File: src/rtl/spi_par_pkg.sv
package spi_par_pkg;

    typedef enum logic [1:0] {
        FS_IDLE  = 2'd0,
        FS_SHIFT = 2'd1,
        FS_EXEC  = 2'd2
    } fr_state_e;

    // Bit positions inside the reply flag field (above the data byte)
    localparam int FLAG_PERR  = 0;
    localparam int FLAG_WR    = 1;
    localparam int FLAG_FIRST = 2;

    // Bit positions inside the configuration register
    localparam int CFG_EN_BIT  = 0;
    localparam int CFG_ODD_BIT = 1;

endpackage

File: src/rtl/spi_par_sync.sv
module spi_par_sync #(
    parameter int             W       = 3,
    parameter int             STAGES  = 2,
    parameter logic [W-1:0]   RST_VAL = '0
) (
    input  logic         clk,
    input  logic         rst_n,
    input  logic [W-1:0] d_in,
    output logic [W-1:0] q_out
);

    for (genvar s = 0; s < STAGES; s++) begin : g_st
        logic [W-1:0] q;
        if (s == 0) begin : g_head
            always_ff @(posedge clk or negedge rst_n) begin
                if (!rst_n) q <= RST_VAL;
                else        q <= d_in;
            end
        end else begin : g_tail
            always_ff @(posedge clk or negedge rst_n) begin
                if (!rst_n) q <= RST_VAL;
                else        q <= g_st[s-1].q;
            end
        end
    end

    assign q_out = g_st[STAGES-1].q;

endmodule

File: src/rtl/spi_par_frame.sv
module spi_par_frame
    import spi_par_pkg::*;
#(
    parameter int WORD_W = 16
) (
    input  logic              clk,
    input  logic              rst_n,
    input  logic              cs_n_s,
    input  logic              sck_s,
    input  logic              mosi_s,
    input  logic              cfg_en,
    input  logic              cfg_odd,
    input  logic [WORD_W-1:0] first_word,
    input  logic [WORD_W-1:0] reply_word,
    output logic              miso,
    output logic              word_valid,
    output logic              par_en_q,
    output logic              par_odd_q,
    output logic              rx_par,
    output logic [WORD_W-1:0] rx_word
);

    localparam int FR_W  = WORD_W + 1;
    localparam int CNT_W = $clog2(FR_W + 1);

    fr_state_e        st_q, st_d;
    logic             sck_d;
    logic             sck_rise, sck_fall, last_bit;
    logic             load_pend;
    logic [CNT_W-1:0] bit_cnt, fr_len;
    logic [FR_W-1:0]  rx_sh, tx_sh;

    function automatic logic [FR_W-1:0] with_par(input logic [WORD_W-1:0] w,
                                                 input logic odd);
        return {w, odd ? ~(^w) : (^w)};
    endfunction

    assign sck_rise = sck_s & ~sck_d;
    assign sck_fall = ~sck_s & sck_d;
    assign fr_len   = par_en_q ? CNT_W'(FR_W) : CNT_W'(WORD_W);
    assign last_bit = sck_rise && (bit_cnt == fr_len - 1'b1);

    // State register
    always_ff @(posedge clk or negedge rst_n) begin
        if (!rst_n) st_q <= FS_IDLE;
        else        st_q <= st_d;
    end

    always_comb begin
        st_d = st_q;
        unique case (st_q)
            FS_IDLE:  if (!cs_n_s) st_d = FS_SHIFT;
            FS_SHIFT: begin
                if (cs_n_s)        st_d = FS_IDLE;
                else if (last_bit) st_d = FS_EXEC;
            end
            FS_EXEC:  st_d = cs_n_s ? FS_IDLE : FS_SHIFT;
            default:  st_d = FS_IDLE;
        endcase
    end

    // Outputs and shift datapath
    assign word_valid = (st_q == FS_EXEC);
    assign miso       = (st_q != FS_IDLE) & tx_sh[FR_W-1];
    assign rx_word    = par_en_q ? rx_sh[FR_W-1:1] : rx_sh[WORD_W-1:0];
    assign rx_par     = rx_sh[0];

    always_ff @(posedge clk or negedge rst_n) begin
        if (!rst_n) begin
            sck_d     <= 1'b0;
            bit_cnt   <= '0;
            rx_sh     <= '0;
            tx_sh     <= '0;
            load_pend <= 1'b0;
            par_en_q  <= 1'b0;
            par_odd_q <= 1'b0;
        end else begin
            sck_d <= sck_s;
            unique case (st_q)
                FS_IDLE: begin
                    bit_cnt   <= '0;
                    load_pend <= 1'b0;
                    if (!cs_n_s) begin
                        tx_sh     <= with_par(first_word, cfg_odd);
                        par_en_q  <= cfg_en;
                        par_odd_q <= cfg_odd;
                    end else begin
                        tx_sh <= '0;
                    end
                end
                FS_SHIFT: begin
                    if (sck_rise) begin
                        rx_sh   <= {rx_sh[FR_W-2:0], mosi_s};
                        bit_cnt <= last_bit ? '0 : bit_cnt + 1'b1;
                    end
                    if (sck_fall) begin
                        if (load_pend) begin
                            tx_sh     <= with_par(reply_word, cfg_odd);
                            par_en_q  <= cfg_en;
                            par_odd_q <= cfg_odd;
                            load_pend <= 1'b0;
                        end else if (bit_cnt != '0) begin
                            tx_sh <= {tx_sh[FR_W-2:0], 1'b0};
                        end
                    end
                end
                FS_EXEC: load_pend <= 1'b1;
                default: ;
            endcase
        end
    end

endmodule

File: src/rtl/spi_par_regs.sv
module spi_par_regs
    import spi_par_pkg::*;
#(
    parameter int                ADDR_W = 6,
    parameter int                DATA_W = 8,
    parameter logic [DATA_W-1:0] ID_RST = 8'hA0,
    localparam int               WORD_W = ADDR_W + DATA_W + 2
) (
    input  logic              clk,
    input  logic              rst_n,
    input  logic              word_valid,
    input  logic [WORD_W-1:0] rx_word,
    input  logic              rx_par,
    input  logic              chk_en,
    input  logic              chk_odd,
    output logic [WORD_W-1:0] reply_q,
    output logic              perr_q,
    output logic              cfg_en,
    output logic              cfg_odd,
    output logic              wr_en,
    output logic [ADDR_W-1:0] wr_addr,
    output logic [DATA_W-1:0] wr_data
);

    localparam int              DEPTH = 2 ** ADDR_W;
    localparam int              FL_W  = WORD_W - DATA_W;
    localparam logic [ADDR_W-1:0] STAT_A = ADDR_W'(0);
    localparam logic [ADDR_W-1:0] CFG_A  = ADDR_W'(1);

    logic [DATA_W-1:0] mem [DEPTH];
    logic [ADDR_W-1:0] cmd_addr;
    logic [DATA_W-1:0] cmd_data, rd_val;
    logic [FL_W-1:0]   flags;
    logic              cmd_wr, exp_par, par_bad, perr_nxt, commit;

    always_comb begin
        cmd_addr = rx_word[WORD_W-1 -: ADDR_W];
        cmd_wr   = rx_word[DATA_W+1];
        cmd_data = rx_word[DATA_W-1:0];
        exp_par  = chk_odd ? ~(^rx_word) : (^rx_word);
        par_bad  = chk_en && (rx_par != exp_par);
        rd_val   = (cmd_addr == STAT_A) ? DATA_W'(perr_q) : mem[cmd_addr];
        if (par_bad)                              perr_nxt = 1'b1;
        else if (!cmd_wr && cmd_addr == STAT_A)   perr_nxt = 1'b0;
        else                                      perr_nxt = perr_q;
        commit   = cmd_wr && !par_bad && (cmd_addr != STAT_A);
        flags            = '0;
        flags[FLAG_PERR] = perr_nxt;
        flags[FLAG_WR]   = cmd_wr;
    end

    always_ff @(posedge clk or negedge rst_n) begin
        if (!rst_n) begin
            for (int i = 0; i < DEPTH; i++) mem[i] <= '0;
            mem[CFG_A] <= ID_RST;
            perr_q     <= 1'b0;
            reply_q    <= '0;
            wr_en      <= 1'b0;
            wr_addr    <= '0;
            wr_data    <= '0;
        end else begin
            wr_en <= 1'b0;
            if (word_valid) begin
                perr_q  <= perr_nxt;
                reply_q <= {flags, rd_val};
                wr_en   <= commit;
                wr_addr <= cmd_addr;
                wr_data <= cmd_data;
                if (commit) begin
                    mem[cmd_addr] <= (cmd_addr == CFG_A)
                                   ? {ID_RST[DATA_W-1:2], cmd_data[1:0]}
                                   : cmd_data;
                end
            end
        end
    end

    assign cfg_en  = mem[CFG_A][CFG_EN_BIT];
    assign cfg_odd = mem[CFG_A][CFG_ODD_BIT];

endmodule

File: src/rtl/spi_par_slave.sv
module spi_par_slave
    import spi_par_pkg::*;
#(
    parameter int                ADDR_W      = 6,
    parameter int                DATA_W      = 8,
    parameter int                SYNC_STAGES = 2,
    parameter logic [DATA_W-1:0] ID_RST      = 8'hA0
) (
    input  logic              clk,
    input  logic              rst_n,
    input  logic              spi_cs_n,
    input  logic              spi_sck,
    input  logic              spi_mosi,
    output logic              spi_miso,
    output logic              reg_wr_en,
    output logic [ADDR_W-1:0] reg_wr_addr,
    output logic [DATA_W-1:0] reg_wr_data
);

    localparam int WORD_W = ADDR_W + DATA_W + 2;
    localparam int FL_W   = WORD_W - DATA_W;

    logic              cs_n_s, sck_s, mosi_s;
    logic              w_valid, perr_flag, cfg_en, cfg_odd;
    logic              par_en_q, par_odd_q, rx_par;
    logic [WORD_W-1:0] rx_word, reply_word, first_word;
    logic [FL_W-1:0]   first_fl;

    spi_par_sync #(
        .W      (3),
        .STAGES (SYNC_STAGES),
        .RST_VAL(3'b100)
    ) u_sync (
        .clk  (clk),
        .rst_n(rst_n),
        .d_in ({spi_cs_n, spi_sck, spi_mosi}),
        .q_out({cs_n_s, sck_s, mosi_s})
    );

    always_comb begin
        first_fl             = '0;
        first_fl[FLAG_FIRST] = 1'b1;
        first_fl[FLAG_PERR]  = perr_flag;
        first_word           = {first_fl, {DATA_W{1'b0}}};
    end

    spi_par_frame #(
        .WORD_W(WORD_W)
    ) u_frame (
        .clk       (clk),
        .rst_n     (rst_n),
        .cs_n_s    (cs_n_s),
        .sck_s     (sck_s),
        .mosi_s    (mosi_s),
        .cfg_en    (cfg_en),
        .cfg_odd   (cfg_odd),
        .first_word(first_word),
        .reply_word(reply_word),
        .miso      (spi_miso),
        .word_valid(w_valid),
        .par_en_q  (par_en_q),
        .par_odd_q (par_odd_q),
        .rx_par    (rx_par),
        .rx_word   (rx_word)
    );

    spi_par_regs #(
        .ADDR_W(ADDR_W),
        .DATA_W(DATA_W),
        .ID_RST(ID_RST)
    ) u_regs (
        .clk       (clk),
        .rst_n     (rst_n),
        .word_valid(w_valid),
        .rx_word   (rx_word),
        .rx_par    (rx_par),
        .chk_en    (par_en_q),
        .chk_odd   (par_odd_q),
        .reply_q   (reply_word),
        .perr_q    (perr_flag),
        .cfg_en    (cfg_en),
        .cfg_odd   (cfg_odd),
        .wr_en     (reg_wr_en),
        .wr_addr   (reg_wr_addr),
        .wr_data   (reg_wr_data)
    );

endmodule

File: config.mk
export PLATFORM = sky130hd
export DESIGN_NAME = spi_par_slave
export DESIGN_NICKNAME = d
export VERILOG_FILES = /design/src/rtl/spi_par_pkg.sv /design/src/rtl/spi_par_sync.sv /design/src/rtl/spi_par_frame.sv /design/src/rtl/spi_par_regs.sv /design/src/rtl/spi_par_slave.sv
export SDC_FILE = /design/constraint.sdc
export NUM_CORES = 1
export LEC_CHECK = 0
export BUFFER_PORTS_ARGS = -buffer_cell sky130_fd_sc_hd__clkbuf_2
export CAP_MARGIN = 20
export CELL_PAD_IN_SITES_DETAIL_PLACEMENT = 0
export CELL_PAD_IN_SITES_GLOBAL_PLACEMENT = 1
export CORE_MARGIN = 1
export CORE_UTILIZATION = 25
export CTS_CLUSTER_SIZE = 25
export DETAILED_ROUTE_END_ITERATION = 6
export MAX_ROUTING_LAYER = met4
export PLACE_DENSITY_LB_ADDON = 0.15
export SETUP_SLACK_MARGIN = 0.15
export SKIP_LAST_GASP = 1
export SLEW_MARGIN = 20
export SYNTH_ARGS = -nofsm -noshare
export SYNTH_HDL_FRONTEND = slang
export SYNTH_SLANG_ARGS = --single-unit
File: constraint.sdc
create_clock -name clk -period 4 [get_ports clk]
set_clock_uncertainty 0.15 [all_clocks]
set_input_delay 0.2 -clock clk [delete_from_list [all_inputs] [get_ports clk]]
set_output_delay 0.2 -clock clk [all_outputs]
set_load 0.01 [all_outputs]
[After elaboration in Yosys (flattened, before gate mapping)]
Cells that the tools add are included.
Operators by class
  $add $sub $neg: 2
  magnitude comparators: 2
  muxes and demuxes: 39
  equality and inequality tests: 11
  reduce and logical (&&, ||, !) cells: 25
  bitwise gates (word level): 9
Operators with widths (number)
  bitwise mux 512 bit: 1
  two-way mux 17 bit: 3
  binary-select mux 8 bit (select 6 bit): 1
  demux 8 bit (select 6 bit): 1
  parity 16 bit: 3
  two-way mux 8 bit: 5
  one-hot mux 17 bit (2 select lines): 1
  two-way mux 16 bit: 1
  two-way mux 1 bit: 15
  two-way mux 12 bit: 1
  two-way mux 5 bit: 2
  one-hot mux 5 bit (2 select lines): 1
  AND reduction 2 bit: 5
  greater-or-equal comparator 7 bit (second input constant): 1
  < comparator 7 x 1 -> 1 bit (second input constant): 1
  inverter 6 -> 7 bit: 1
  equality test 6 x 1 -> 1 bit (second input constant): 1
  logical AND 1 bit: 6
  logical NOT 6 bit: 1
  two-way mux 2 bit: 3
  inequality test 2 x 1 -> 1 bit (second input constant): 3
  one-hot mux 2 bit (3 select lines): 1
  nonzero test 6 bit: 1
  adder 5 x 1 -> 5 bit (second input constant): 1
  other kinds (19): 28
Storage, ports and cells
  bits of input ports: 5
  register bits: 589
  logic and storage cells: 167
  output and inout bits: 16

[Depth between registers and ports, before layout]
Gate-level depths: netlist of run 1.
  depth in word-level cells: 10
  mapped depth: 15
  gate-level depth less buffers: 10

[By module]
Synthesis of run 1 repeated with hierarchy kept, for this count alone.
Unflattened totals
  cell total of the unflattened synthesis: 2378
  area, all modules: 27894.3 µm²
Modules (own cells, without submodules)
  spi_par_regs: cells each 2113, area an instance 24976.5 µm², times used 1, seq. area each 13440.4 µm²
  spi_par_frame: cells each 257, area an instance 2757.6 µm², times used 1, seq. area each 1126.1 µm²
  spi_par_sync: cells each 6, area an instance 152.6 µm², times used 1, seq. area each 152.6 µm²
  spi_par_slave: cells each 2, area an instance 7.5 µm², times used 1, seq. area each 0.0 µm²

[Least setup slack after synthesis of run 1]
OpenSTA, ideal clock, no wires.
  path kind: register to register
  start: register u_frame.par_en_q
  end: register u_regs.mem[256] (netlist bit)
  slack: -0.065 ns
  arrival time: 3.790 ns
  path buffers: 5
  stages on the path, launching flop included: 15
  setup time: 0.125 ns
  path through: dfrtp_1 buf_4 buf_2 buf_2 mux2i_1 clkbuf_1 ha_1 xnor2_1 xnor2_1 xnor2_1 xnor2_2 nor2_1 buf_4 nor3_4 mux2_2
Between the ends
  word-level cells in the longest chain between the ends: 10
RTL lines
  from (decl): line spi_par_frame.sv:17  | output logic par_en_q,
  from (signal assigned): line spi_par_frame.sv:85  | par_en_q <= cfg_en;
  from (signal assigned): line spi_par_frame.sv:99  | par_en_q <= cfg_en;
  parallel branches: the longest is 10 deep, another holds greater-or-equal comparator 7 bit
  to (signal, indexed assignment): line spi_par_regs.sv:70  | mem[cmd_addr] <= (cmd_addr == CFG_A)
  to (decl): line spi_par_regs.sv:30  | logic [DATA_W-1:0] mem [DEPTH];
Several ways; the timed one is not identified.
A chain may end at the register's enable or synchronous reset.

[Worst setup path after layout of run 1]
  start: register u_frame.par_en_q
  end: register u_regs.reply_q[3]
Between the ends
  word-level cells in the longest chain between the ends: 6
RTL lines
  two-way mux 16 bit *: line spi_par_frame.sv:65  | assign rx_word = par_en_q ? rx_sh[FR_W-1:1] : rx_sh[WORD_W-1:0];
  inverter 6 -> 7 bit (implied by the code): line spi_par_regs.sv:42  | rd_val = (cmd_addr == STAT_A) ? DATA_W'(perr_q) : mem[cmd_addr];
  binary-select mux 8 bit (select 6 bit): line spi_par_regs.sv:42
  two-way mux 8 bit (implied by the code) (2 in a row): line spi_par_regs.sv:42
  two-way mux 8 bit *: line spi_par_regs.sv:42
  to (signal assigned): line spi_par_regs.sv:65  | reply_q <= {flags, rd_val};
  to (decl): line spi_par_regs.sv:16  | output logic [WORD_W-1:0] reply_q,
Mark *: on every way between the ends. The rest lies on a longest branch, timed or not. The select of a mux whose other input is x is not followed.

==> results of run 1 <==
[placed cells by master (no fill, tap or decap), types with 13 or more instances in the layout]
cell,instances
a21oi_1,20
a31oi_1,23
buf_12,26
buf_4,163
clkbuf_1,13
clkbuf_16,77
clkbuf_2,19
clkbuf_8,20
dfrtp_1,583
inv_1,14
mux2_2,252
mux2i_1,30
nand2_1,449
nand3_1,38
nor2_1,76
nor3_1,31
nor3_4,27
nor4_1,17
o21ai_0,342
o21ai_1,32
o221ai_1,52
o22ai_1,95
o31ai_1,18
xnor2_1,19
[logic make-up after synthesis]
group                      count (synthesis)
DFF                                      588
and+or+nand+nor                          719
adders and majority gates                  9
AOI/OAI and AO/OA                        678
xor gates and xnor gates                  25
buffers and inverters                    199
muxes                                    287
[power by group through the flow]
stage,registers [mW],logic [mW],clock network [mW]
after global routing,6.10,3.52,7.35
after floorplan,6.16,1.43,0
after detailed placement,6.20,3.40,0
final,6.09,3.38,6.91
after CTS,6.09,3.42,7.12
after global placement,6.20,3.40,0
[cells in the mapped netlist, types with 6 or more instances]
| master | instances | area share, % |
|---|---|---|
| nor4_1 | 18 | 0.42 |
| nor3_4 | 27 | 1.7 |
| o21ai_1 | 32 | 0.60 |
| nand3_1 | 38 | 0.71 |
| ha_1 | 9 | 0.42 |
| nand2_1 | 451 | 6.4 |
| nor3_1 | 31 | 0.58 |
| a221oi_1 | 11 | 0.36 |
| mux2_2 | 252 | 11 |
| o221ai_1 | 52 | 1.7 |
| xnor2_1 | 19 | 0.63 |
| clkbuf_1 | 128 | 1.8 |
| a222oi_1 | 6 | 0.23 |
| mux2i_1 | 35 | 1.3 |
| nor2_1 | 82 | 1.2 |
| o22ai_1 | 95 | 2.2 |
| a211oi_1 | 8 | 0.23 |
| dfrtp_1 | 584 | 55 |
| o211ai_1 | 8 | 0.23 |
| a31oi_1 | 23 | 0.54 |
| and2_1 | 8 | 0.19 |
| or4_1 | 6 | 0.17 |
| inv_1 | 14 | 0.20 |
| a21oi_1 | 20 | 0.38 |
| o31ai_1 | 18 | 0.51 |
| buf_2 | 37 | 0.70 |
| o22a_1 | 8 | 0.26 |
| o21ai_0 | 343 | 6.5 |
| and3_1 | 9 | 0.21 |
| buf_1 | 11 | 0.16 |
| a2111oi_0 | 9 | 0.30 |
| nand2b_1 | 10 | 0.24 |
[cell type report]
class | instances | area (sq um)
fillers | 10846 | 73300
flip-flops and latches | 588 | 14700
multi-input cells | 1718 | 11200
clock buffers | 110 | 2250
repair buffers | 213 | 1890
well taps | 1391 | 1740
clock inverters | 21 | 248
inverters | 18 | 67.6
diodes | 2 | 5.00
[flip-flops by register name, summed over array words and instances (netlist names), 2 cells and up]
register and count:
u_frame.bit_cnt 5, u_frame.rx_sh 17, u_frame.st_q 2, u_frame.tx_sh 17
u_regs.mem 510, u_regs.reply_q 10, u_regs.wr_addr 6, u_regs.wr_data 8
u_sync.g_st.q 3, u_sync.q_out 3
[timing repair]
| action | 4_1_cts | 5_1_grt |
|---|---|---|
| endpoints found under the hold margin | 78 | 0 |
| setup endpoints to repair | 2 | 100 |
| gates resized for setup | 2 | 3 |
| pin swaps | 0 | 4 |
| hold buffers | 4 | 0 |
| setup buffers | 0 | 3 |
[metrics by stage]
stage / setup TNS, ns / hold WS [ns] / utilization [%]
2_1_floorplan: 0 / -0.246 / -
3_3_place_gp: -0.175 / 0.149 / 28.0
3_5_place_dp: 0 / 0.142 / 28.0
4_1_cts: 0 / 0.0407 / 30.4
5_1_grt: 0 / 0.0660 / 30.5
6_report: 0 / 0.0745 / 30.5
[layer usage]
layer,global-route usage [%],routed length [microns],vias to the layer above
met3,2.64,5170,144
met1,29.6,52600,10707
met2,32.4,50200,567
met5,-,0,-
li1,-,-,9269
met4,6.29,2790,0
[how the worst min path moves through the flow]
| stage | start | to | slack, ns | cells past startpoint |
|---|---|---|---|---|
| after global placement | spi_cs_n | u_sync.g_st[0].q[2]$_DFF_PN1_ | 0.15 | 1 |
| after global routing | spi_cs_n | u_sync.g_st[0].q[2]$_DFF_PN1_ | 0.07 | 2 |
| after detailed placement | spi_cs_n | u_sync.g_st[0].q[2]$_DFF_PN1_ | 0.14 | 1 |
| final | spi_cs_n | u_sync.g_st[0].q[2]$_DFF_PN1_ | 0.07 | 2 |
| after floorplan | rst_n | u_frame.bit_cnt[0]$_DFFE_PN0P_ | -0.25 | 0 |
| after CTS | spi_cs_n | u_sync.g_st[0].q[2]$_DFF_PN1_ | 0.04 | 2 |
==> key figures, run 1 <==
Outcome
  • Status: finished with violations
  • Failing checks: design-rule violations

Yosys
  • Top_reg_cell synth: dfrtp_1
  • Synthesized area per cell: 10.6 sq um
  • Complex-gate fraction of the synthesized area: 15.5%
  • Simple-Gate Fraction of Synth Area: 12.9%
  • Post-Synthesis Cells: 2505
  • Yosys cell types: 74
  • Post-Synth Adder-Cell Area: 0.423%
  • Syn nets: 2519
  • Synthesized cell area: 0.0266 sq mm
  • Post-synthesis mux area share: 12.0%
  • Register area share after synthesis: 55.3%
  • Post-synth ARST share: 100%
  • Yosys warning count: 0
  • XOR/XNOR Fraction of Synth Area: 0.851%
  • Number of synthesized flops with an enable pin: 0
  • Main combinational cell family by area after synthesis: compound AO/OA/AOI/OAI gates
  • Synthesized flop and latch total: 588

Timing
  • RSZ-0062 raised after global routing: no
  • Period utilisation layout: 94.1%
  • Slew @ Worst Pin: 1.04 ns
  • Worst Setup Slack, final: 0.235 ns
  • Setup Viol. Count Final: 0
  • Fmax: 266 MHz
  • Period minus WS final: 3.77 ns
  • Final hold violations: 0
  • Worst slew margin: 30.5%
  • Fin. max-slew vios: 0

Global routing
  • First-pass GRT wire length: 160 mm
  • Largest net degree at the start of global routing: 101
  • GRT Total Usage: 21.3%
  • Vias in the first global route: 21.0k
  • GRT overflow: 0
  • Antenna violations before repair: 5

Hold path
  • Hold crit path type: input port to flop

Drt
  • Final wirelength: 111 mm
  • Starting DRC count in detailed routing: 1700
  • Detailed-route via count: 20.7k
  • Wirelength per Cell: 27.3 microns
  • Final ANT Viol Nets: 0
  • First-pass DRT Iterations: 7
  • Residual DRC: 12
  • Vias/cell: 5.09

Die
  • Cell Rows: 119
  • Core box area: 0.105 sq mm
  • Die height: 328 microns
  • Boundary pin count: 21
  • DIE AREA: 0.108 sq mm
  • Die W: 328 microns
  • Initial Utilization: 25.2%

Setup path
  • RR Startpoint: u_frame.par_en_q$_DFFE_PN0P_
  • Worst setup path category: flop to flop
  • CP delay by family, top: simple AND/OR/NAND/NOR gates
  • CP bufs+invs: 4
  • Worst Setup End Kind: flop
  • Critical R2R Capture: u_regs.reply_q[3]$_DFFE_PN0P_
  • Crit-path max FO: 18
  • Reg2Reg Setup Slack: 0.23 ns
  • Crit path required time: 4.34 ns
  • Critical path, cell by cell: or4b_2, and2_2, buf_4, buf_4, o22ai_1, a2111oi_2, buf_4, a21oi_1, buf_4, o2bb2ai_1, o31ai_1
  • Reg2Reg Depth: 11
  • Critical path arrival: 4.11 ns
  • Worst setup startpoint: u_frame.par_en_q$_DFFE_PN0P_
  • Levels on crit path: 11
  • Cell mode on critical path: buf_4
  • Worst path max stage delay: 0.75 ns
  • Critical path destination: u_regs.reply_q[3]$_DFFE_PN0P_
  • Crit-path slowest cell: or4b_2
  • Crit path launch type: flop

Power
  • Pleak: 13.9 nW
  • Overall power: 16.4 mW
  • Power share of the combinational group: 20.6%
  • P_int: 10.9 mW
  • Clock power share: 42.2%
  • Net Sw Frac: 33.5%
  • NetSw: 5.48 mW
  • Reg power frac: 37.2%
  • Worst ir drop on vdd: 0.633 mV
  • PD cells: 510 mW/mm^2

Finish
  • Area Growth Syn to Fin: 20.7%
  • Final instance area: 0.0321 sq mm
  • Nets@finish: 2626
  • Fraction of layout cells with a size suffix above 1: 24.5%
  • Cell Count, Final, Fillers Out: 4061

Placed design
  • Placement Cell Area: 0.0295 sq mm
  • Placed cell count: 3921
  • Dpl ws: 0.107 ns
  • DPL Wire Length: 72.6 mm
  • Count of input and output buffers: 20
  • Placer congestion estimate: 0.864

Clocking
  • Clk root buf: clkbuf_16
  • Clk pin slew, worst setup/hold paths: 0.06 ns
  • CTS Buf Count: 73
  • Clock Latency Late Sink: 0.63 ns
  • CTS H-Tree Depth: 3
  • Clock sinks: 588
  • Clock Path Buffers: 3
  • Clock tree from TritonCTS: yes

Flow run
  • Number of max-cap violations: 0
No activity file was read; power rests on OpenSTA's default activity.
==> run 2: changes to the inputs <==
--- a/config.mk
+++ b/config.mk
@@ -5,6 +5,7 @@
 export SDC_FILE = /design/constraint.sdc
 export NUM_CORES = 1
 export LEC_CHECK = 0
+export ABC_CLOCK_PERIOD_IN_PS = 4300
 export BUFFER_PORTS_ARGS = -buffer_cell sky130_fd_sc_hd__clkbuf_2
 export CAP_MARGIN = 20
 export CELL_PAD_IN_SITES_DETAIL_PLACEMENT = 0
==> constraint.sdc (replaced) <==
create_clock -name clk -period 4.3 [get_ports clk]
set_clock_uncertainty 0.15 [all_clocks]
set_input_delay 0.215 -clock clk [delete_from_list [all_inputs] [get_ports clk]]
set_output_delay 0.215 -clock clk [all_outputs]
set_load 0.01 [all_outputs]
==> run 2 against run 1 <==
Against the previous run: the flow still finishes with violations (design-rule violations); power down 4.4%; count of clock-buffer cells in the layout up 1; global-route usage about the same; routed wire length about the same; first-iteration DRC count down 4.5%; highest routed layer unchanged.
==> key figures, run 2 (synthesis results as in run 1) <==
Clocking
  • Clock Path Buffers: 3
  • CTS H-Tree Depth: 3
  • Clock sinks: 588
  • Resize count post-CTS: 0
  • Clock tree from TritonCTS: yes
  • Clock Latency Late Sink: 0.63 ns
  • Clk root buf: clkbuf_16
  • Clk pin slew, worst setup/hold paths: 0.06 ns
  • CTS Buf Count: 73

Outcome
  • Status: finished with violations
  • Failing checks: design-rule violations

Power
  • Overall power: 15.7 mW
  • Worst ir drop on vdd: 0.413 mV
  • PD cells: 490 mW/mm^2
  • Pleak: 13.8 nW

Timing
  • Period utilisation layout: 94.0%
  • Period minus WS final: 4.04 ns
  • RSZ-0062 raised after global routing: no
  • Total negative slack: 0 ns
  • Final hold violations: 0
  • Setup Viol. Count Final: 0
  • Fmax: 247 MHz
  • Fin. max-slew vios: 0
  • WHS: 0.0941 ns
  • Slew @ Worst Pin: 1.10 ns
  • Worst slew margin: 26.6%

Global routing
  • Largest net degree at the start of global routing: 94
  • GRT overflow: 0
  • First-pass GRT wire length: 160 mm
  • Vias in the first global route: 20.8k
  • Antenna violations before repair: 2
  • GRT Total Usage: 21.3%

Drt
  • First-pass DRT Iterations: 7
  • Residual DRC: 8
  • Detailed-route via count: 20.6k
  • Wirelength per Cell: 27.3 microns
  • Final ANT Viol Nets: 0
  • Final wirelength: 111 mm
  • Vias/cell: 5.09
  • Starting DRC count in detailed routing: 1624

Placed design
  • Placed cell count: 3906
  • Placement Cell Area: 0.0293 sq mm
  • Placer congestion estimate: 0.842
  • Count of input and output buffers: 20
  • DPL Wire Length: 71.8 mm

Hold path
  • Hold crit path type: input port to flop
  • Hold endpoint: u_sync.g_st[0].q[0]$_DFF_PN0_
  • Hold Crit Start: spi_mosi
  • Hold Path Depth: 2

Die
  • Cell Rows: 119
  • Boundary pin count: 21
  • Die W: 328 microns
  • Core box area: 0.105 sq mm
  • DIE AREA: 0.108 sq mm
  • Die height: 328 microns
  • Initial Utilization: 25.2%

Setup path
  • Crit path required time: 4.61 ns
  • Critical R2R Capture: u_regs.reply_q[5]$_DFFE_PN0P_
  • Worst setup path category: flop to flop
  • Reg2Reg Depth: 8
  • Critical path arrival: 4.35 ns
  • Worst Setup End Kind: flop
  • Crit-path max FO: 18
  • CP bufs+invs: 2
  • RR Startpoint: u_frame.rx_sh[12]$_DFFE_PN0P_
  • Crit path launch type: flop
  • Reg2Reg Setup Slack: 0.26 ns
  • Critical path, cell by cell: buf_4, or4b_2, o31a_2, buf_4, o22ai_1, nor3_1, o32ai_1, o221ai_1
  • Worst path max stage delay: 0.75 ns
  • Crit-path slowest cell: o32ai_1
  • Cell mode on critical path: buf_4
  • Levels on crit path: 8
  • CP delay by family, top: compound AO/OA/AOI/OAI gates

Finish
  • Most frequent cells in the layout: 583 x dfrtp_1, 450 x nand2_1, 342 x o21ai_0
  • Max FFs per register: 510
  • Biggest regs: u_regs.mem (510), u_frame.rx_sh (17), u_frame.tx_sh (17)
  • Commonest non-fill, non-tap cell in the layout: dfrtp_1
  • Final instance area: 0.0319 sq mm
  • Fraction of layout cells with a size suffix above 1: 24.2%
  • Largest register by flop count: u_regs.mem
  • Area Growth Syn to Fin: 20.0%
  • Nets@finish: 2614
  • Cell Count, Final, Fillers Out: 4048

Flow run
  • Number of max-cap violations: 0
run 2: cell count changes in the layout (fill, tap and decap cells not counted), sizes merged:
cell and change:
buf -12, bufinv -1, clkbuf +1, clkinv +2, clkinvlp -2, inv -1
run 2: worst max-delay path by stage:
| stage | from | endpoint | slack, ns |
|---|---|---|---|
| detailed placement | u_frame.rx_sh[13]$_DFFE_PN0P_ | u_regs.reply_q[6]$_DFFE_PN0P_ | 0.29 |
| global placement | u_frame.rx_sh[13]$_DFFE_PN0P_ | u_regs.reply_q[6]$_DFFE_PN0P_ | 0.24 |
| global route | u_frame.rx_sh[13]$_DFFE_PN0P_ | u_regs.reply_q[6]$_DFFE_PN0P_ | 0.18 |
| CTS | u_frame.rx_sh[13]$_DFFE_PN0P_ | u_regs.reply_q[6]$_DFFE_PN0P_ | 0.25 |
| finish | u_frame.rx_sh[12]$_DFFE_PN0P_ | u_regs.reply_q[5]$_DFFE_PN0P_ | 0.26 |
| floorplan | u_frame.par_en_q$_DFFE_PN0P_ | u_regs.mem[256]$_DFFE_PN0P_ | 0.24 |
run 2: what timing repair did:
| item | 4_1_cts | 5_1_grt |
|---|---|---|
| setup buffers | 0 | 6 |
| endpoints found under the setup margin | 0 | 27 |
| hold buffers | 4 | 0 |
| hold endpoints to repair | 82 | 0 |
run 2: layer usage:
layer  part of all wire [%]  track usage, %
met5                      0               -
met4                    2.4            5.88
met3                    4.1            2.54
met2                     46            32.7
met1                     48            29.4
run 2: area by class of cell:
class	count	area, sq um
diodes	2	5.00
clock buffers	111	2300
clock inverters	19	208
fillers	10928	73500
inverters	18	67.6
multi-input cells	1718	11200
flip-flops and latches	588	14700
well taps	1391	1740
repair buffers	201	1690
run 2: report_power, final:
part	internal (mW)	total (mW)	leakage, nW	switching (mW)
registers	5.58	5.67	8.17	0.0851
logic	0.971	3.56	4.41	2.59
clock network	3.91	6.43	1.24	2.52
run 2: per-stage QoR:
stage / util, % / setup slack (ns)
global placement: 27.8 / 0.235
detailed placement: 27.8 / 0.293
global route: 30.3 / 0.176
CTS: 30.2 / 0.246
finish: 30.3 / 0.259
floorplan: - / 0.235
